===== src/rtl/dskcmd_pkg.sv =====
package dskcmd_pkg;

    localparam int PB_AW      = 16;
    localparam int SEC_BYTES  = 128;
    localparam int SEC_PER_TRK = 52;
    localparam int LAST_TRK   = 76;
    localparam int TRK_BYTES  = SEC_BYTES * SEC_PER_TRK;
    localparam int FCNT_W     = $clog2(TRK_BYTES);
    localparam int BIDX_W     = $clog2(SEC_BYTES);

    localparam logic [1:0] RT_ERR = 2'b00;
    localparam logic [1:0] RT_OK  = 2'b10;
    localparam logic [7:0] EC_NOTRDY = 8'h80;
    localparam logic [7:0] EC_ADDR   = 8'h08;
    localparam logic [7:0] EC_WPROT  = 8'h20;

    typedef enum logic [2:0] {
        OP_NOP    = 3'd0,
        OP_SEEK   = 3'd1,
        OP_FMT    = 3'd2,
        OP_RECAL  = 3'd3,
        OP_READ   = 3'd4,
        OP_VERIFY = 3'd5,
        OP_WRITE  = 3'd6,
        OP_WDEL   = 3'd7
    } opcode_e;

    typedef enum logic [1:0] {
        OC_GO, OC_NOTRDY, OC_ADDR, OC_WPROT
    } outcome_e;

    typedef struct packed {
        opcode_e    op;
        logic [1:0] unit;
        logic [7:0] count;
        logic [7:0] track;
        logic [7:0] sector;
        logic [PB_AW-1:0] buf_addr;
    } cmd_t;

    function automatic logic geom_bad(input logic [7:0] count,
                                      input logic [7:0] track,
                                      input logic [7:0] sector);
        logic [8:0] span;
        span = {1'b0, sector} + {1'b0, count};
        return (sector == 8'd0) || (sector > 8'(SEC_PER_TRK)) ||
               (span > 9'(SEC_PER_TRK + 1)) || (track > 8'(LAST_TRK));
    endfunction

endpackage


===== src/rtl/dcmd_validate.sv =====
module dcmd_validate
    import dskcmd_pkg::*;
#(
    parameter int NUM_DRV = 4
) (
    input  cmd_t               cmd,
    input  logic [NUM_DRV-1:0] drive_ready,
    input  logic [NUM_DRV-1:0] write_prot,
    output outcome_e           outcome
);
    logic rdy, prot, writes_media, skip_geom;

    assign rdy          = drive_ready[cmd.unit];
    assign prot         = write_prot[cmd.unit];
    assign writes_media = (cmd.op == OP_FMT) || (cmd.op == OP_WRITE);
    assign skip_geom    = (cmd.op == OP_RECAL);

    // priority: readiness, then geometry, then protection
    always_comb begin
        if (!rdy)
            outcome = OC_NOTRDY;
        else if (!skip_geom && geom_bad(cmd.count, cmd.track, cmd.sector))
            outcome = OC_ADDR;
        else if (writes_media && prot)
            outcome = OC_WPROT;
        else
            outcome = OC_GO;
    end
endmodule


===== src/rtl/dcmd_posreg.sv =====
module dcmd_posreg #(
    parameter int NUM_DRV = 4
) (
    input  logic                 clk,
    input  logic                 rst,
    input  logic                 wr_en,
    input  logic [1:0]           wr_unit,
    input  logic [7:0]           wr_track,
    input  logic [7:0]           wr_sector,
    output logic [NUM_DRV*8-1:0] trk_q,
    output logic [NUM_DRV*8-1:0] sec_q
);
    for (genvar u = 0; u < NUM_DRV; u++) begin : g_drv
        always_ff @(posedge clk) begin
            if (rst) begin
                trk_q[u*8 +: 8] <= '0;
                sec_q[u*8 +: 8] <= '0;
            end else if (wr_en && (wr_unit == 2'(u))) begin
                trk_q[u*8 +: 8] <= wr_track;
                sec_q[u*8 +: 8] <= wr_sector;
            end
        end
    end

    AST_POS_HOLD: assert property (@(posedge clk) disable iff (rst)
        !wr_en |=> $stable(trk_q) && $stable(sec_q));
endmodule


===== src/rtl/dcmd_imgaddr.sv =====
module dcmd_imgaddr
    import dskcmd_pkg::*;
#(
    parameter int IMG_AW = 19
) (
    input  logic [7:0]        track,
    input  logic [7:0]        sector,
    input  logic [FCNT_W-1:0] boff,
    output logic [IMG_AW-1:0] addr
);
    logic [IMG_AW-1:0] trk_part, sec_part;

    assign trk_part = IMG_AW'(track) * IMG_AW'(TRK_BYTES);
    assign sec_part = (IMG_AW'(sector) - IMG_AW'(1)) * IMG_AW'(SEC_BYTES);
    assign addr     = trk_part + sec_part + IMG_AW'(boff);
endmodule


===== src/rtl/dskcmd_engine.sv =====
module dskcmd_engine
    import dskcmd_pkg::*;
#(
    parameter int IMG_AW  = 19,
    parameter int NUM_DRV = 4
) (
    input  logic                 clk,
    input  logic                 rst,
    input  logic                 start,
    input  logic [15:0]          pb_addr,
    input  logic [NUM_DRV-1:0]   drive_ready,
    input  logic [NUM_DRV-1:0]   write_prot,
    output logic                 mem_req,
    output logic                 mem_we,
    output logic [15:0]          mem_addr,
    output logic [7:0]           mem_wdata,
    input  logic [7:0]           mem_rdata,
    input  logic                 mem_gnt,
    output logic                 img_req,
    output logic                 img_we,
    output logic [IMG_AW-1:0]    img_addr,
    output logic [7:0]           img_wdata,
    input  logic [7:0]           img_rdata,
    input  logic                 img_gnt,
    output logic                 busy,
    output logic                 done,
    output logic                 irq,
    output logic [1:0]           res_type,
    output logic [7:0]           err_code,
    output logic [NUM_DRV*8-1:0] pos_track,
    output logic [NUM_DRV*8-1:0] pos_sector
);
    localparam int PB_LAST = 6;
    localparam logic [FCNT_W-1:0] FMT_LAST = FCNT_W'(TRK_BYTES - 1);
    localparam logic [BIDX_W-1:0] SEC_LAST = BIDX_W'(SEC_BYTES - 1);

    typedef enum logic [2:0] {
        S_IDLE, S_FETCH, S_CHECK, S_FILL, S_FMT, S_SRC, S_DST
    } state_e;

    state_e            state;
    cmd_t              cmd;
    logic [15:0]       base;
    logic [2:0]        idx;
    logic [7:0]        cur_sector, rec_left;
    logic [15:0]       cur_buf;
    logic [BIDX_W-1:0] bidx;
    logic [FCNT_W-1:0] fcnt;
    logic [7:0]        hold;
    outcome_e          outcome;

    logic rd_op, src_gnt, dst_gnt;
    logic fin, fin_irq, fin_upd;
    logic [1:0] fin_type;
    logic [7:0] fin_err;
    logic pos_we;
    logic [7:0] pos_trk_in;
    logic [FCNT_W-1:0] img_boff;

    dcmd_validate #(.NUM_DRV(NUM_DRV)) u_val (
        .cmd(cmd), .drive_ready(drive_ready), .write_prot(write_prot),
        .outcome(outcome)
    );

    dcmd_imgaddr #(.IMG_AW(IMG_AW)) u_addr (
        .track(cmd.track), .sector(cur_sector), .boff(img_boff), .addr(img_addr)
    );

    assign pos_we     = (state == S_CHECK) && (outcome == OC_GO) &&
                        ((cmd.op == OP_SEEK) || (cmd.op == OP_RECAL));
    assign pos_trk_in = (cmd.op == OP_RECAL) ? 8'd0 : cmd.track;

    dcmd_posreg #(.NUM_DRV(NUM_DRV)) u_pos (
        .clk(clk), .rst(rst), .wr_en(pos_we), .wr_unit(cmd.unit),
        .wr_track(pos_trk_in), .wr_sector(cmd.sector),
        .trk_q(pos_track), .sec_q(pos_sector)
    );

    // port steering
    assign rd_op     = (cmd.op == OP_READ);
    assign busy      = (state != S_IDLE);
    assign mem_req   = (state == S_FETCH) || (state == S_FILL) ||
                       ((state == S_SRC) && !rd_op) || ((state == S_DST) && rd_op);
    assign mem_we    = (state == S_DST) && rd_op;
    assign mem_wdata = hold;
    assign img_req   = (state == S_FMT) || ((state == S_SRC) && rd_op) ||
                       ((state == S_DST) && !rd_op);
    assign img_we    = (state == S_FMT) || ((state == S_DST) && !rd_op);
    assign img_wdata = hold;
    assign img_boff  = (state == S_FMT) ? fcnt : FCNT_W'(bidx);
    assign src_gnt   = rd_op ? img_gnt : mem_gnt;
    assign dst_gnt   = rd_op ? mem_gnt : img_gnt;

    always_comb begin
        unique case (state)
            S_FETCH: mem_addr = base + 16'(idx);
            S_FILL:  mem_addr = cmd.buf_addr;
            default: mem_addr = cur_buf + 16'(bidx);
        endcase
    end

    // completion decode
    always_comb begin
        fin = 1'b0; fin_irq = 1'b1; fin_upd = 1'b1;
        fin_type = RT_OK; fin_err = 8'h00;
        unique case (state)
            S_CHECK: begin
                if (outcome != OC_GO) begin
                    fin = 1'b1;
                    fin_type = RT_ERR;
                    unique case (outcome)
                        OC_NOTRDY: fin_err = EC_NOTRDY;
                        OC_ADDR:   fin_err = EC_ADDR;
                        default:   fin_err = EC_WPROT;
                    endcase
                end else begin
                    unique case (cmd.op)
                        OP_FMT:  fin = 1'b0;
                        OP_READ, OP_WRITE: fin = (cmd.count == 8'd0);
                        OP_WDEL: begin fin = 1'b1; fin_irq = 1'b0; fin_upd = 1'b0; end
                        default: fin = 1'b1;
                    endcase
                end
            end
            S_FMT:   fin = img_gnt && (fcnt == FMT_LAST);
            S_DST:   fin = dst_gnt && (bidx == SEC_LAST) && (rec_left == 8'd1);
            default: fin = 1'b0;
        endcase
    end

    always_ff @(posedge clk) begin
        done <= 1'b0;
        irq  <= 1'b0;
        if (rst) begin
            state      <= S_IDLE;
            cmd        <= '0;
            base       <= '0;
            idx        <= '0;
            cur_sector <= '0;
            rec_left   <= '0;
            cur_buf    <= '0;
            bidx       <= '0;
            fcnt       <= '0;
            hold       <= '0;
            res_type   <= RT_OK;
            err_code   <= 8'h00;
        end else if (fin) begin
            done  <= 1'b1;
            irq   <= fin_irq;
            state <= S_IDLE;
            if (fin_upd) begin
                res_type <= fin_type;
                err_code <= fin_err;
            end
        end else begin
            unique case (state)
                S_IDLE: if (start) begin
                    base  <= pb_addr;
                    idx   <= '0;
                    state <= S_FETCH;
                end
                S_FETCH: if (mem_gnt) begin
                    unique case (idx)
                        3'd1: begin
                            cmd.op   <= opcode_e'(mem_rdata[2:0]);
                            cmd.unit <= mem_rdata[5:4];
                        end
                        3'd2: cmd.count  <= mem_rdata;
                        3'd3: cmd.track  <= mem_rdata;
                        3'd4: cmd.sector <= mem_rdata;
                        3'd5: cmd.buf_addr[7:0]  <= mem_rdata;
                        3'd6: cmd.buf_addr[15:8] <= mem_rdata;
                        default: ;
                    endcase
                    if (idx == 3'(PB_LAST)) state <= S_CHECK;
                    else                    idx   <= idx + 3'd1;
                end
                S_CHECK: begin
                    cur_sector <= cmd.sector;
                    cur_buf    <= cmd.buf_addr;
                    rec_left   <= cmd.count;
                    bidx       <= '0;
                    fcnt       <= '0;
                    state      <= (cmd.op == OP_FMT) ? S_FILL : S_SRC;
                end
                S_FILL: if (mem_gnt) begin
                    hold  <= mem_rdata;
                    state <= S_FMT;
                end
                S_FMT: if (img_gnt) fcnt <= fcnt + FCNT_W'(1);
                S_SRC: if (src_gnt) begin
                    hold  <= rd_op ? img_rdata : mem_rdata;
                    state <= S_DST;
                end
                S_DST: if (dst_gnt) begin
                    state <= S_SRC;
                    if (bidx == SEC_LAST) begin
                        bidx       <= '0;
                        rec_left   <= rec_left - 8'd1;
                        cur_sector <= cur_sector + 8'd1;
                        cur_buf    <= cur_buf + 16'(SEC_BYTES);
                    end else begin
                        bidx <= bidx + BIDX_W'(1);
                    end
                end
                default: state <= S_IDLE;
            endcase
        end
    end

    AST_IDLE_QUIET: assert property (@(posedge clk) disable iff (rst)
        !busy |-> !mem_req && !img_req);
    AST_MEM_HOLD: assert property (@(posedge clk) disable iff (rst)
        mem_req && !mem_gnt |=> mem_req && $stable(mem_addr) && $stable(mem_we));
    AST_IMG_HOLD: assert property (@(posedge clk) disable iff (rst)
        img_req && !img_gnt |=> img_req && $stable(img_addr) && $stable(img_we));
    AST_ERR_ONE_BIT: assert property (@(posedge clk) disable iff (rst)
        done && res_type == RT_ERR |-> $countones(err_code) == 1);
    AST_DONE_PULSE: assert property (@(posedge clk) disable iff (rst)
        done |=> !done);
    AST_IRQ_WITH_DONE: assert property (@(posedge clk) disable iff (rst)
        irq |-> done);
    AST_SILENT_KEEPS: assert property (@(posedge clk) disable iff (rst)
        done && !irq |-> $stable(res_type) && $stable(err_code));
endmodule


===== config.mk =====
export PLATFORM = sky130hd
export DESIGN_NAME = dskcmd_engine
export DESIGN_NICKNAME = d
export VERILOG_FILES = /design/src/rtl/dskcmd_pkg.sv /design/src/rtl/dcmd_validate.sv /design/src/rtl/dcmd_posreg.sv /design/src/rtl/dcmd_imgaddr.sv /design/src/rtl/dskcmd_engine.sv
export SDC_FILE = /design/constraint.sdc
export NUM_CORES = 1
export LEC_CHECK = 0
export BUFFER_PORTS_ARGS = -buffer_cell sky130_fd_sc_hd__buf_2
export CAP_MARGIN = 10
export CORE_MARGIN = 2
export CORE_UTILIZATION = 40
export CTS_BUF_LIST = sky130_fd_sc_hd__clkbuf_8 sky130_fd_sc_hd__clkbuf_16
export DETAILED_ROUTE_END_ITERATION = 10
export PLACE_DENSITY = 0.7
export SLEW_MARGIN = 10
export SYNTH_ARGS = -nofsm -noshare
export SYNTH_HDL_FRONTEND = slang
export SYNTH_SLANG_ARGS = --single-unit

===== constraint.sdc =====
create_clock -name clk -period 5 [get_ports clk]
set_input_delay 0.75 -clock clk [delete_from_list [all_inputs] [get_ports clk]]
set_output_delay 0.75 -clock clk [all_outputs]
set_load 0.02 [all_outputs]

==> flow_results.org, run 1 <==
** Placement
- Count of input and output buffers :: 170
- Final RePlAce weighted congestion :: ~0.91
- Placed wire-length estimate after detailed placement :: around 26000 um
- The placed instances occupy a cell area of roughly 13000 um2.

** Yosys
- Number of cells produced by synthesis :: about 1400
- Mean instance size in the synthesized netlist :: between 8 and 9 um2
- Yosys mapped a number of flops with a built-in enable equal to 0.
- The synthesized netlist contains 76 unique library cells.
- Cells taking the most area after synthesis :: sky130_fd_sc_hd__dfxtp_1 (34%), sky130_fd_sc_hd__mux2i_1 (7.9%), sky130_fd_sc_hd__ha_1 (7.1%), sky130_fd_sc_hd__a21oi_1 (6.0%), sky130_fd_sc_hd__nand2_1 (5.6%)
- During synthesis, Yosys emitted a total of 0 warnings.
- Post-synthesis cell area :: between 10000 and 15000 um2
- Share of the yosys chip area belonging to registers :: 0.340
- Yosys reg bits :: between 150 and 200
- Top_reg_cell synth :: sky130_fd_sc_hd__dfxtp_1
- The share of synthesized area in the top cell type comes to 0.340.
- Share of flip-flops with an asynchronous set or reset :: 0
- Leading area contributor after synthesis :: sky130_fd_sc_hd__dfxtp_1

** GRT
- Number of antenna violations at the first check in global routing :: 2
- Number of global-route vias before repair :: about 10000
- Wire length of the first global-routing pass :: around 56000 um
- For this run the aggregate overflow at the end of global routing stands at 0.
- All-layer global routing usage :: 0.233
- Entering global routing, the biggest net connects roughly 110 pins.

** Setup path
- The critical path goes through buf_4, nor2_1, and3_1, ha_1, ha_1, fa_1, a21o_1, a21oi_1, o21bai_1, a21oi_1, o21ai_1, a21o_1, a21oi_1, xnor2_1, buf_4.
- In this run the worst path has a maximum fanout of 14.
- Cell class contributing the biggest share of worst-path delay :: compound AO/OA/AOI/OAI gates
- Biggest cell delay along the critical path :: 0.41 ns
- STA puts the critical path data arrival time at 3.99 ns.
- Kind of end point of the critical path :: output pin
- For the worst setup path, the data required time is ~4.3 ns.
- CP max stage cell :: sky130_fd_sc_hd__fa_1
- Crit Path Class :: flip-flop to output pin
- The worst setup path is launched from a flip-flop.
- Together, buffers and inverters on the worst path number 2.
- Dominant cell type by count on the critical path :: sky130_fd_sc_hd__a21oi_1

** Clock tree
- CTS placed an instance of sky130_fd_sc_hd__clkbuf_16 at the clock tree root.
- Clock network latency to the later pin of the worst-skew pair :: about 0.45 ns
- Clock-pin slew reported for the worst setup and hold paths after clock tree synthesis :: about 0.10 ns
- TritonCTS buffer count :: 17
- CTS sink cnt :: between 150 and 200
- Max Buffers Root-to-Sink :: 2
- The H-tree was split into 4 levels.
- TritonCTS clock tree :: yes
- Post-CTS Setup Repair Bufs :: 0
- The number of hold buffers added after CTS was 0.
- Post-cts sizing count :: 1

** STA
- Fin. max-slew vios :: 0
- Final worst path period share :: 0.949
- Worst slew margin :: 0.249
- Final worst path period need :: about 4.7 ns
- Slew at the pin closest to its max-slew limit :: roughly 1.1 ns
- Hold violation total from the final report :: 0
- Setup_tns :: 0 ns
- Setup repair after global routing left no endpoint under its margin.
- Setup violations remaining at the end of the flow were counted as 0.
- For this run, the top clock speed supported by timing is 0.211 GHz.
- The clock arrives with 0.0253 ns of skew.

** Layout
- Count of inserted antenna diode cells :: 0
- The multi-input combinational cells in the finished layout cover a total of between 7000 and 8000 um2.
- Area occupied by registers :: roughly 3900 um2
- Most frequent standard cell in the layout excluding fill and tap cells :: sky130_fd_sc_hd__dfxtp_1
- Most frequent cells in the layout :: sky130_fd_sc_hd__dfxtp_1 (197), sky130_fd_sc_hd__nand2_1 (174), sky130_fd_sc_hd__buf_2 (168)
- Layout Nets :: around 1700
- Layout fillers :: ~2800
- Area of all placed cells without fillers :: around 13000 um2
- Share of final-layout standard cells stronger than drive strength 1 :: 0.165
- P&R area growth vs syn :: 15.4%

** Route
- Pre-antenna DRT Iters :: 5
- Detailed-route via count :: around 11000
- The detail route stage leaves a number of antenna-violating nets equal to 0.
- DRC violations left :: 0
- Detailed router's first-iteration violation count :: between 700 and 800
- In the routed layout, each cell is associated on average with a via count of ~5.6.
- Final WL :: around 36000 um
- WL per Instance :: between 15 and 20 um

** Die
- Std cell rows :: a little over 60
- Starting density of the core :: 0.405
- After floorplanning, the core was sized to cover ~29000 um2.
- Die Ht :: ~170 um
- Top-level I/O count :: around 180
- The floorplan step defined a die boundary enclosing 30400 um2.
- Die X :: between 150 and 200 um

** Run
- Reported max-cap violation count :: 0

** Outcome
- Result of the run :: finished, final reports clean

** Power
- Peak supply drop :: between 0.2 and 0.3 mV
- For this design the ratio of total power to cell area is 292 nW/um2.
- Summed over all cells, the static leakage comes to about 5.5 nW.

** Hold path
- Hold WC Path Type :: flip-flop to flip-flop
==> cell type report <==
cell class              count  share of cell area
multi-input cells        1069               0.526
flip-flops and latches    197               0.295
repair buffers            195              0.0783
well taps                 384              0.0359
clock buffers              17              0.0318
inverters                  66              0.0185
clock inverters            15              0.0147
==> metrics by stage <==
stage | setup slack [ns] | power (mW) | hold slack [ns] | utilization | instances
3_3_place_gp | 0.489 | 2.46 | 0.435 | 0.444 | 1911
5_1_grt | 0.0492 | 4.05 | 0.479 | 0.467 | 1943
3_5_place_dp | 0.400 | 2.46 | 0.443 | 0.444 | 1911
4_1_cts | 0.0827 | 3.90 | 0.456 | 0.466 | 1943
6_report | 0.256 | 3.90 | 0.455 | 0.467 | 1943
2_1_floorplan | 0.705 | 2.20 | 0.441 | - | 1425
==> final timing paths <==
check | from | endpoint | slack [ns] | cells after the start
worst max-delay path | state[0]$_SDFFE_PP0P_ | img_addr[18] | 0.26 | 15
worst min-delay path | u_pos.sec_q[22]$_SDFFE_PP0P_ | u_pos.sec_q[22]$_SDFFE_PP0P_ | 0.46 | 2
worst max register to register | cmd[17]$_SDFFE_PP0P_ | u_pos.trk_q[9]$_SDFFE_PP0P_ | 0.85 | 12
worst min register to register | u_pos.sec_q[22]$_SDFFE_PP0P_ | u_pos.sec_q[22]$_SDFFE_PP0P_ | 0.46 | 2
==> per-layer routing <==
metal  GRT usage  vias to the layer above  share of wire
li1            -                     5231              -
met1       0.317                     5151           0.45
met2       0.372                      441           0.45
met3      0.0566                       50          0.086
met4      0.0532                        4          0.016
met5           0                        -        0.00059
==> synthesized netlist by cell type (6+ instances only) <==
library cell / instances
sky130_fd_sc_hd__nor3b_1: 10
sky130_fd_sc_hd__nor4_1: 11
sky130_fd_sc_hd__nor3_1: 29
sky130_fd_sc_hd__nand4_1: 8
sky130_fd_sc_hd__a31oi_1: 9
sky130_fd_sc_hd__or3_1: 9
sky130_fd_sc_hd__o31ai_1: 12
sky130_fd_sc_hd__nand2b_1: 10
sky130_fd_sc_hd__and3_1: 24
sky130_fd_sc_hd__mux2_2: 6
sky130_fd_sc_hd__buf_4: 16
sky130_fd_sc_hd__inv_1: 65
sky130_fd_sc_hd__o21ai_0: 70
sky130_fd_sc_hd__buf_2: 6
sky130_fd_sc_hd__and2_1: 8
sky130_fd_sc_hd__fa_1: 13
sky130_fd_sc_hd__xnor2_1: 28
sky130_fd_sc_hd__o32ai_1: 14
sky130_fd_sc_hd__nand3_1: 49
sky130_fd_sc_hd__nor2_1: 133
sky130_fd_sc_hd__nor2b_1: 9
sky130_fd_sc_hd__clkbuf_1: 70
sky130_fd_sc_hd__nand2_1: 174
sky130_fd_sc_hd__mux2i_1: 91
sky130_fd_sc_hd__a22oi_1: 8
sky130_fd_sc_hd__a21oi_1: 138
sky130_fd_sc_hd__dfxtp_1: 197
sky130_fd_sc_hd__ha_1: 66
sky130_fd_sc_hd__xor2_1: 27
sky130_fd_sc_hd__a21o_1: 13
sky130_fd_sc_hd__or4_1: 8
==> tightest hold or removal path: cells and delay by family, from the launching register on <==
kind	cells	cell delay (ns)
AND/OR/NAND/NOR	1	0.05
AO/OA/AOI/OAI	1	0.05
flip-flops	1	0.32
==> flip-flops by register name, summed over array words and instances (netlist names) <==
name,cells
state,3
res_type,1
irq,1
cur_sector,8
u_pos.sec_q,32
idx,3
cur_buf,16
cmd,45
err_code,3
done,1
rec_left,8
img_wdata,8
fcnt,13
bidx,7
u_pos.trk_q,32
base,16
==> power by group <==
group | internal (mW) | switching [mW] | total [mW]
Clock | 0.691 | 0.761 | 1.45
Sequential | 1.61 | 0.0458 | 1.66
Combinational | 0.231 | 0.560 | 0.791
Total | 2.54 | 1.37 | 3.90
==> logic make-up (layout without fill, tap and decap cells) <==
| logic type | count (synthesis) | after routing | share of synthesized area |
|---|---|---|---|
| XOR/XNOR | 55 | 55 | 0.0416 |
| AND/OR/NAND/NOR | 512 | 512 | 0.213 |
| flip-flops | 197 | 197 | 0.340 |
| other | 1 | 6 | 0.000323 |
| multiplexers | 99 | 99 | 0.0883 |
| buffers and inverters | 159 | 293 | 0.0573 |
| AO/OA/AOI/OAI | 318 | 318 | 0.166 |
| adder cells (fa/ha/maj) | 79 | 79 | 0.0937 |
No activity file was read; power rests on OpenSTA's default activity.
==> run 2: changes to the inputs <==
--- a/config.mk
+++ b/config.mk
@@ -5,13 +5,15 @@
 export SDC_FILE = /design/constraint.sdc
 export NUM_CORES = 1
 export LEC_CHECK = 0
+export ABC_AREA = 1
 export BUFFER_PORTS_ARGS = -buffer_cell sky130_fd_sc_hd__buf_2
 export CAP_MARGIN = 10
 export CORE_MARGIN = 2
 export CORE_UTILIZATION = 40
 export CTS_BUF_LIST = sky130_fd_sc_hd__clkbuf_8 sky130_fd_sc_hd__clkbuf_16
 export DETAILED_ROUTE_END_ITERATION = 10
-export PLACE_DENSITY = 0.7
+export PLACE_DENSITY = 0.69
+export SKIP_CTS_REPAIR_TIMING = 1
 export SLEW_MARGIN = 10
 export SYNTH_ARGS = -nofsm -noshare
 export SYNTH_HDL_FRONTEND = slang
==> flow_results.org, run 2 <==
** Layout
- The net count reported at finish was 2057 (was 1670).
- Area occupied by registers :: 3950 um2 (was 3940 um2)
- Top Registers: cmd (45), u_pos.sec_q (32), u_pos.trk_q (32) (unchanged).
- Footprint of the multi-input gates :: 6830 um2 (was 7040 um2)
- Final standard cell count with taps included and fillers excluded :: 2336 (was 1943)
- The number of flip-flops under the largest register name is 45 (unchanged).
- The number of antenna cells inserted came to 0 (unchanged).
- The filler cell count in the final layout is 3018 (was 2815).
- The most common cell after layout, fill and taps aside was sky130_fd_sc_hd__nor2_1 (was sky130_fd_sc_hd__dfxtp_1).
- The top register by number of flip-flops is cmd (unchanged).
- The area growth from synthesis to final layout was 15.2% (was 15.4%).
- Share of final-layout standard cells stronger than drive strength 1 :: 0.134 (was 0.165)
- Most frequent cells in the layout: sky130_fd_sc_hd__nor2_1 (384), sky130_fd_sc_hd__nand2_1 (374), sky130_fd_sc_hd__inv_1 (200) (was sky130_fd_sc_hd__dfxtp_1 (197), sky130_fd_sc_hd__nand2_1 (174), sky130_fd_sc_hd__buf_2 (168)).
- The total non-filler cell area in the finished layout is 13700 um2 (was 13400 um2).

** Clock tree
- Root Buffer :: sky130_fd_sc_hd__clkbuf_16 (unchanged)
- The clock insertion delay at the later pin of the skew report was 0.44 ns (was 0.45 ns).
- The sink count of the clock tree is 197 (unchanged).
- The total CTS buffers came to 17 (unchanged).
- The CTS tree is yes (unchanged).
- The number of H-tree branching levels is 4 (unchanged).
- Clock-pin slew reported for the worst setup and hold paths after clock tree synthesis :: 0.08 ns (was 0.10 ns)
- Max Buffers Root-to-Sink :: 2 (unchanged)

** Die
- Die X :: 176 um (was 174 um)
- Std cell rows :: 63 (was 62)
- The I/O pin count was 177 (unchanged).
- The initial cell density of the core is 0.404 (was 0.405).
- Die area :: 31100 um2 (was 30400 um2)
- Core region area :: 29400 um2 (was 28600 um2)
- The y dimension of the die is 176 um (was 174 um).

** Setup path
- Kind of start point of the critical path :: flip-flop (unchanged)
- Data required, critical path :: 4.25 ns (about the same)
- The cell repeated most along the worst path was sky130_fd_sc_hd__ha_1 (was sky130_fd_sc_hd__a21oi_1).
- The critical-path maximum fanout was 5 (was 14).
- Arrival @ worst endpoint :: 4.04 ns (was 3.99 ns)
- The category of the critical setup timing path is flip-flop to output pin (unchanged).
- Cell breakdown of the critical path :: inv_1, ha_1, ha_1, ha_1, inv_1, fa_1, o21ai_2, xnor2_1, inv_1, ha_1, ha_1, nand2_1, nor3_2, nand3_1, o2111ai_2, xnor2_1, buf_4 (was buf_4, nor2_1, and3_1, ha_1, ha_1, fa_1, a21o_1, a21oi_1, o21bai_1, a21oi_1, o21ai_1, a21o_1, a21oi_1, xnor2_1, buf_4)
- The highest cell delay on the worst timing path came to 0.42 ns (was 0.41 ns).
- Kind of end point of the critical path :: output pin (unchanged)
- The slowest cell on the critical path was sky130_fd_sc_hd__dfxtp_1 (was sky130_fd_sc_hd__fa_1).

** STA
- Setup repair after global routing missed its margin: no (unchanged).
- Final worst path period need :: 4.79 ns (was 4.74 ns)
- Setup_tns :: 0 ns (unchanged)
- Hold violation total from the final report :: 0 (unchanged)
- The peak clock frequency supported by timing was 0.209 GHz (was 0.211 GHz).
- The final setup violation count was 0 (unchanged).
- The max-slew headroom at the worst pin is 0.328 (was 0.249).
- Fin. max-slew vios :: 0 (unchanged)
- Final worst path period share :: 0.957 (was 0.949)
- The clock skew after layout is 0.00950 ns (was 0.0253 ns).
- Slew at the pin closest to its max-slew limit :: 1.00 ns (was 1.13 ns)
- Worst Slack Setup Final :: 0.215 ns (was 0.256 ns)

** Route
- The mean routed wirelength per cell came to 15.2 um (was 18.4 um).
- Mean number of vias per cell :: 5.09 (was 5.60)
- Detailed router's first-iteration violation count :: 910 (was 792)
- The via total after detailed routing came to 11900 (was 10900).
- The total iterations of the first detailed-routing run is 5 (unchanged).
- Final WL :: 35600 um (was 35800 um)
- DRC violations left :: 0 (unchanged)
- Post-DRT Antenna Nets :: 0 (unchanged)

** Placement
- The instance count after placement with tap cells included is 2304 (was 1911).
- The port buffer count came to 170 (unchanged).
- Final RePlAce weighted congestion :: 0.912 (was 0.909)
- Area after detailed placement :: 13000 um2 (was 12700 um2)
- The worst slack after detailed placement is 0.484 ns (was 0.400 ns).
- The post-DP HPWL was 26200 um (was 25800 um).

** GRT
- Pin count of the biggest net entering global routing :: 103 (was 108)
- The wire length of the first global-routing pass came to 57000 um (was 56400 um).
- Number of global-route vias before repair :: 11100 (was 10300)
- The number of antenna violations at the first check in global routing came to 0 (was 2).
- The total global routing overflow came to 0 (unchanged).
- All-layer global routing usage :: 0.230 (was 0.233)

** Yosys
- The cell with the most instances after synthesis is sky130_fd_sc_hd__nor2_1 (was sky130_fd_sc_hd__dfxtp_1).
- Top_reg_cell synth :: sky130_fd_sc_hd__dfxtp_1 (unchanged)
- Number of cells produced by synthesis :: 1800 (was 1420)
- The fraction of post-synthesis cell area in the top cell type by area is 0.332 (was 0.340).
- Share of flip-flops with an asynchronous set or reset :: 0 (unchanged)
- Number of enable-type register cells in the synthesized netlist :: 0 (unchanged)
- The register area share after synthesis was 0.332 (was 0.340).
- The area of the mapped netlist was 11900 um2 (was 11600 um2).
- Leading area contributor after synthesis :: sky130_fd_sc_hd__dfxtp_1 (unchanged)
- Number of distinct library cell variants in the gate-level netlist after synthesis :: 45 (was 76)
- Commonest cells post-synth: sky130_fd_sc_hd__nor2_1 (385), sky130_fd_sc_hd__nand2_1 (374), sky130_fd_sc_hd__inv_1 (201), sky130_fd_sc_hd__dfxtp_1 (197), sky130_fd_sc_hd__o21ai_0 (126) (was sky130_fd_sc_hd__dfxtp_1 (197), sky130_fd_sc_hd__nand2_1 (174), sky130_fd_sc_hd__a21oi_1 (138), sky130_fd_sc_hd__nor2_1 (133), sky130_fd_sc_hd__mux2i_1 (91)).
- Cells taking the most area after synthesis :: sky130_fd_sc_hd__dfxtp_1 (33%), sky130_fd_sc_hd__nor2_1 (12%), sky130_fd_sc_hd__nand2_1 (12%), sky130_fd_sc_hd__ha_1 (7.0%), sky130_fd_sc_hd__inv_1 (6.4%) (was sky130_fd_sc_hd__dfxtp_1 (34%), sky130_fd_sc_hd__mux2i_1 (7.9%), sky130_fd_sc_hd__ha_1 (7.1%), sky130_fd_sc_hd__a21oi_1 (6.0%), sky130_fd_sc_hd__nand2_1 (5.6%))
- Yosys reg bits :: 197 (unchanged)
- The mean area per synthesized cell was 6.60 um2 (was 8.16 um2).
- The Yosys warning count is 0 (unchanged).

** Power
- The internal power component is 3.12 mW (was 2.54 mW).
- The clock group share of total power was 0.299 (was 0.372).
- The maximum vdd drop came to 0.243 mV (was 0.266 mV).
- Pwr Density :: 372 nW/um2 (was 292 nW/um2)
- Sum of internal, switching and leakage power :: 5.09 mW (was 3.90 mW)
- Psw :: 1.97 mW (was 1.37 mW)
- Flop pwr share :: 0.350 (was 0.425)
- Fraction of power consumed by combinational cells :: 0.350 (was 0.203)
- Leak :: 6.90 nW (was 5.52 nW)
- Net Sw Frac :: 0.387 (was 0.350)

** Hold path
- The path type of the worst min-delay path is flip-flop to flip-flop (unchanged).

** Outcome
- Result of the run :: finished, final reports clean (unchanged)

** Run
- The number of max-cap violations came to 0 (unchanged).
[run 2: cell types whose count changed in the layout (fill, tap and decap cells not counted), moves of 14 or more]
cell                      change
sky130_fd_sc_hd__and3_1      -24
sky130_fd_sc_hd__inv_1      +135
sky130_fd_sc_hd__a21oi_1     -41
sky130_fd_sc_hd__xnor2_1     -16
sky130_fd_sc_hd__nand2_1    +200
sky130_fd_sc_hd__mux2i_1     -91
sky130_fd_sc_hd__o21ai_0     +55
sky130_fd_sc_hd__o32ai_1     -14
sky130_fd_sc_hd__nand3_1     +27
sky130_fd_sc_hd__nor2_1     +251
[run 2: layer usage]
layer  vias to the layer above  GRT usage  wire length (um)
li1                       5989          -                 -
met1                      5414      0.302             15700
met5                         -          0                 0
met4                         0     0.0947              1330
met2                       412      0.376             16000
met3                        70     0.0394              2510
[run 2: through the flow]
step,utilization,hold slack (ns)
2_1_floorplan,-,0.438
3_3_place_gp,0.441,0.449
3_5_place_dp,0.441,0.454
4_1_cts,0.463,0.468
5_1_grt,0.465,0.481
6_report,0.465,0.470
[run 2: final timing paths]
kind / slack (ns) / to / from / depth (start not counted)
worst max-delay path: 0.21 / img_addr[18] / cmd[24]$_SDFFE_PP0P_ / 17
worst min-delay path: 0.47 / err_code[7]$_SDFFE_PP0P_ / err_code[7]$_SDFFE_PP0P_ / 2
worst max register to register: 1.36 / fcnt[1]$_SDFFE_PP0P_ / cmd[16]$_SDFFE_PP0P_ / 17
worst min register to register: 0.47 / err_code[7]$_SDFFE_PP0P_ / err_code[7]$_SDFFE_PP0P_ / 2
[run 2: cell type report]
cell class	instances	share of cell area
Timing Repair Buffer	184	0.0701
Tap cell	390	0.0357
Inverter	216	0.0594
Sequential cell	197	0.289
Multi-Input combinational cell	1317	0.499
Clock inverter	12	0.0131
Clock buffer	20	0.0341
[run 2: logic make-up after synthesis]
| family | share of synthesized area |
|---|---|
| AO/OA/AOI/OAI | 0.132 |
| buffers and inverters | 0.0988 |
| adder cells (fa/ha/maj) | 0.0915 |
| XOR/XNOR | 0.0332 |
| flip-flops | 0.332 |
| other | 0.000316 |
| AND/OR/NAND/NOR | 0.312 |
[run 2: power groups by stage]
stage,clock (mW),sequential (mW),combinational (mW)
global placement,0,1.81,1.71
floorplan,0,1.81,1.28
detailed placement,0,1.82,1.74
CTS,1.55,1.78,1.75
global route,1.62,1.80,2.01
finish,1.53,1.78,1.78
[run 2: critical path, delay by kind of cell (launching register included)]
kind / cells / cell delay (ns)
AO/OA/AOI/OAI: 2 / 0.31
XOR/XNOR: 2 / 0.27
adder cells (fa/ha/maj): 6 / 1.80
buffers and inverters: 4 / 0.42
flip-flops: 1 / 0.42
AND/OR/NAND/NOR: 3 / 0.38
==> run 3: changes to the inputs <==
--- a/config.mk
+++ b/config.mk
@@ -12,7 +12,7 @@
 export CORE_UTILIZATION = 40
 export CTS_BUF_LIST = sky130_fd_sc_hd__clkbuf_8 sky130_fd_sc_hd__clkbuf_16
 export DETAILED_ROUTE_END_ITERATION = 10
-export PLACE_DENSITY = 0.69
+export REMOVE_ABC_BUFFERS = 1
 export SKIP_CTS_REPAIR_TIMING = 1
 export SLEW_MARGIN = 10
 export SYNTH_ARGS = -nofsm -noshare
==> flow_results.org, run 3 (synthesized netlist as in run 2, its figures left out) <==
** Clock tree
- The total CTS buffers was 17 (unchanged).
- Clock network latency to the later pin of the worst-skew pair :: 0.45 ns (was 0.44 ns)
- The CTS tree was yes (unchanged).
- The number of H-tree branching levels came to 4 (unchanged).
- The cell chosen for the clock root was sky130_fd_sc_hd__clkbuf_16 (unchanged).
- Clock-pin slew reported for the worst setup and hold paths after clock tree synthesis :: 0.08 ns (about the same)
- CTS sink cnt :: 197 (unchanged)
- The clock tree buffer depth was 2 (unchanged).

** Placement
- The post-place instance area is 13000 um2 (about the same).
- The instance count after placement with tap cells included came to 2305 (was 2304).
- The worst slack after detailed placement came to 0.412 ns (was 0.484 ns).
- The post-DP HPWL is 25800 um (was 26200 um).
- The last weighted congestion value of the routability-driven placer is 0.878 (was 0.912).
- The port buffer count came to 170 (unchanged).

** Route
- The mean routed wirelength per cell came to 15.2 um (about the same).
- Pre-antenna DRT Iters :: 6 (was 5)
- Final WL :: 35700 um (was 35600 um)
- The iteration-0 DRC count of the detailed router was 748 (was 910).
- Detailed-route via count :: 11800 (was 11900)
- DRC violations left :: 0 (unchanged)
- Mean number of vias per cell :: 5.06 (was 5.09)
- The number of nets with antenna violations after detailed routing is 0 (unchanged).

** STA
- Final setup vio count :: 0 (unchanged)
- The period utilization came to 0.959 (was 0.957).
- The post-layout worst setup margin was 0.203 ns (was 0.215 ns).
- The worst-case hold slack was 0.470 ns (about the same).
- Post-route clock skew :: 0.0216 ns (was 0.00950 ns)
- Final worst path period need :: 4.80 ns (was 4.79 ns)
- The max-slew headroom at the worst pin is 0.424 (was 0.328).
- Peak clock frequency supported by timing :: 0.208 GHz (was 0.209 GHz)
- Setup_tns :: 0 ns (unchanged)
- The final count of pins violating max slew was 0 (unchanged).
- Slew at the pin closest to its max-slew limit :: 0.861 ns (was 1.00 ns)
- Hold violation total from the final report :: 0 (unchanged)

** Setup path
- Cell breakdown of the critical path: ha_1, inv_1, fa_1, inv_1, ha_4, a21oi_1, nand2_1, a21o_1, a21oi_2, xnor2_1, ha_1, ha_4, nand2_1, nor3_2, nand3_1, o2111ai_2, xnor2_1, buf_4 (was inv_1, ha_1, ha_1, ha_1, inv_1, fa_1, o21ai_2, xnor2_1, inv_1, ha_1, ha_1, nand2_1, nor3_2, nand3_1, o2111ai_2, xnor2_1, buf_4).
- The critical-path maximum fanout is 6 (was 5).
- Kind of end point of the critical path :: output pin (unchanged)
- Arrival @ worst endpoint :: 4.05 ns (was 4.04 ns)
- Cell class contributing the biggest share of worst-path delay :: adder cells (unchanged)
- The startpoint type of the worst setup path is a flip-flop (unchanged).
- The slowest cell on the critical path is sky130_fd_sc_hd__fa_1 (was sky130_fd_sc_hd__dfxtp_1).
- Biggest cell delay along the critical path :: 0.49 ns (was 0.42 ns)
- The buffer and inverter count on the worst path is 3 (was 4).
- The category of the critical setup timing path is flip-flop to output pin (unchanged).
- Data required, critical path :: 4.25 ns (about the same)

** Hold path
- Hold WC Path Type :: flip-flop to flip-flop (unchanged)

** GRT
- Remaining Overflow, GRT :: 0 (unchanged)
- The global-route total usage across every layer is 0.228 (was 0.230).
- The via count of the first global-routing pass was 11000 (was 11100).
- Number of antenna violations at the first check in global routing :: 1 (was 0)
- Pin count of the biggest net entering global routing :: 89 (was 103)
- Wire length of the first global-routing pass :: 56500 um (was 57000 um)

** Die
- The I/O pin count was 177 (unchanged).
- Starting density of the core :: 0.404 (unchanged)
- The die area was 31100 um2 (unchanged).
- The site row count was 63 (unchanged).
- Die X :: 176 um (unchanged)
- Core region area :: 29400 um2 (unchanged)
- Die Ht :: 176 um (unchanged)

** Power
- The overall power came to 5.10 mW (was 5.09 mW).
- Pwr Density :: 372 nW/um2 (about the same)
- The maximum vdd drop is 0.237 mV (was 0.243 mV).
- The leakage component of the power was 6.91 nW (was 6.90 nW).

** Layout
- Share of final-layout standard cells stronger than drive strength 1 :: 0.136 (was 0.134)
- Most frequent cells in the layout :: sky130_fd_sc_hd__nor2_1 (384), sky130_fd_sc_hd__nand2_1 (374), sky130_fd_sc_hd__inv_1 (200) (unchanged)
- Final standard cell count with taps included and fillers excluded :: 2340 (was 2336)
- The top register by number of flip-flops is cmd (unchanged).
- The number of flip-flops under the largest register name came to 45 (unchanged).
- Area of all placed cells without fillers :: 13700 um2 (about the same)
- Top Registers :: cmd (45), u_pos.sec_q (32), u_pos.trk_q (32) (unchanged)
- Post-route core utilization :: 0.467 (was 0.465)
- Layout Nets :: 2060 (was 2057)
- Most frequent standard cell in the layout excluding fill and tap cells :: sky130_fd_sc_hd__nor2_1 (unchanged)
- The area growth from synthesis to final layout is 15.6% (was 15.2%).

** Run
- The number of max-cap violations was 0 (unchanged).

** Outcome
- Result of the run :: finished, final reports clean (unchanged)
[run 3: cell types whose count changed in the layout (fill, tap and decap cells not counted), moves of 2 or more]
cell                        change
sky130_fd_sc_hd__buf_4          +2
sky130_fd_sc_hd__bufinv_16      -3
sky130_fd_sc_hd__clkbuf_8       -3
sky130_fd_sc_hd__clkinv_8       +6
sky130_fd_sc_hd__dfxtp_4        +2
sky130_fd_sc_hd__inv_12         +6
sky130_fd_sc_hd__inv_6          -3
sky130_fd_sc_hd__inv_8          -2
[run 3: power by group]
group | switching [mW] | internal, mW | leakage [nW]
registers | 0.0930 | 1.68 | 1.59
logic | 1.22 | 0.604 | 5.00
clock network | 0.790 | 0.712 | 0.311
[run 3: metal layers]
| layer | vias up | wire (um) | global-route usage |
|---|---|---|---|
| met5 | - | 0 | 0 |
| met4 | 0 | 792 | 0.0706 |
| met3 | 49 | 1600 | 0.0280 |
| met2 | 308 | 18000 | 0.416 |
| met1 | 5472 | 15300 | 0.278 |
| li1 | 6007 | - | - |
[run 3: layout make-up]
class,count,area (um2)
diodes,1,2.50
multi-input cells,1317,6840
clock buffers,17,425
inverters,216,813
repair buffers,187,985
flip-flops and latches,197,3950
well taps,390,488
clock inverters,15,226
fillers,3111,15700
[run 3: final timing paths]
kind                          from                  endpoint  slack [ns]  cells after the start
max reg2reg   cmd[16]$_SDFFE_PP0P_  rec_left[0]$_SDFFE_PP0P_        1.34                     19
max           cmd[27]$_SDFFE_PP0P_              img_addr[18]        0.20                     18
min reg2reg  base[15]$_SDFFE_PP0P_     base[15]$_SDFFE_PP0P_        0.47                      2
min          base[15]$_SDFFE_PP0P_     base[15]$_SDFFE_PP0P_        0.47                      2
[run 3: worst min-delay path, delay by kind of cell (launching register included)]
| family | cells | cell delay (ns) |
|---|---|---|
| DFF | 1 | 0.31 |
| buffers and inverters | 1 | 0.06 |
| AOI/OAI and AO/OA | 1 | 0.05 |
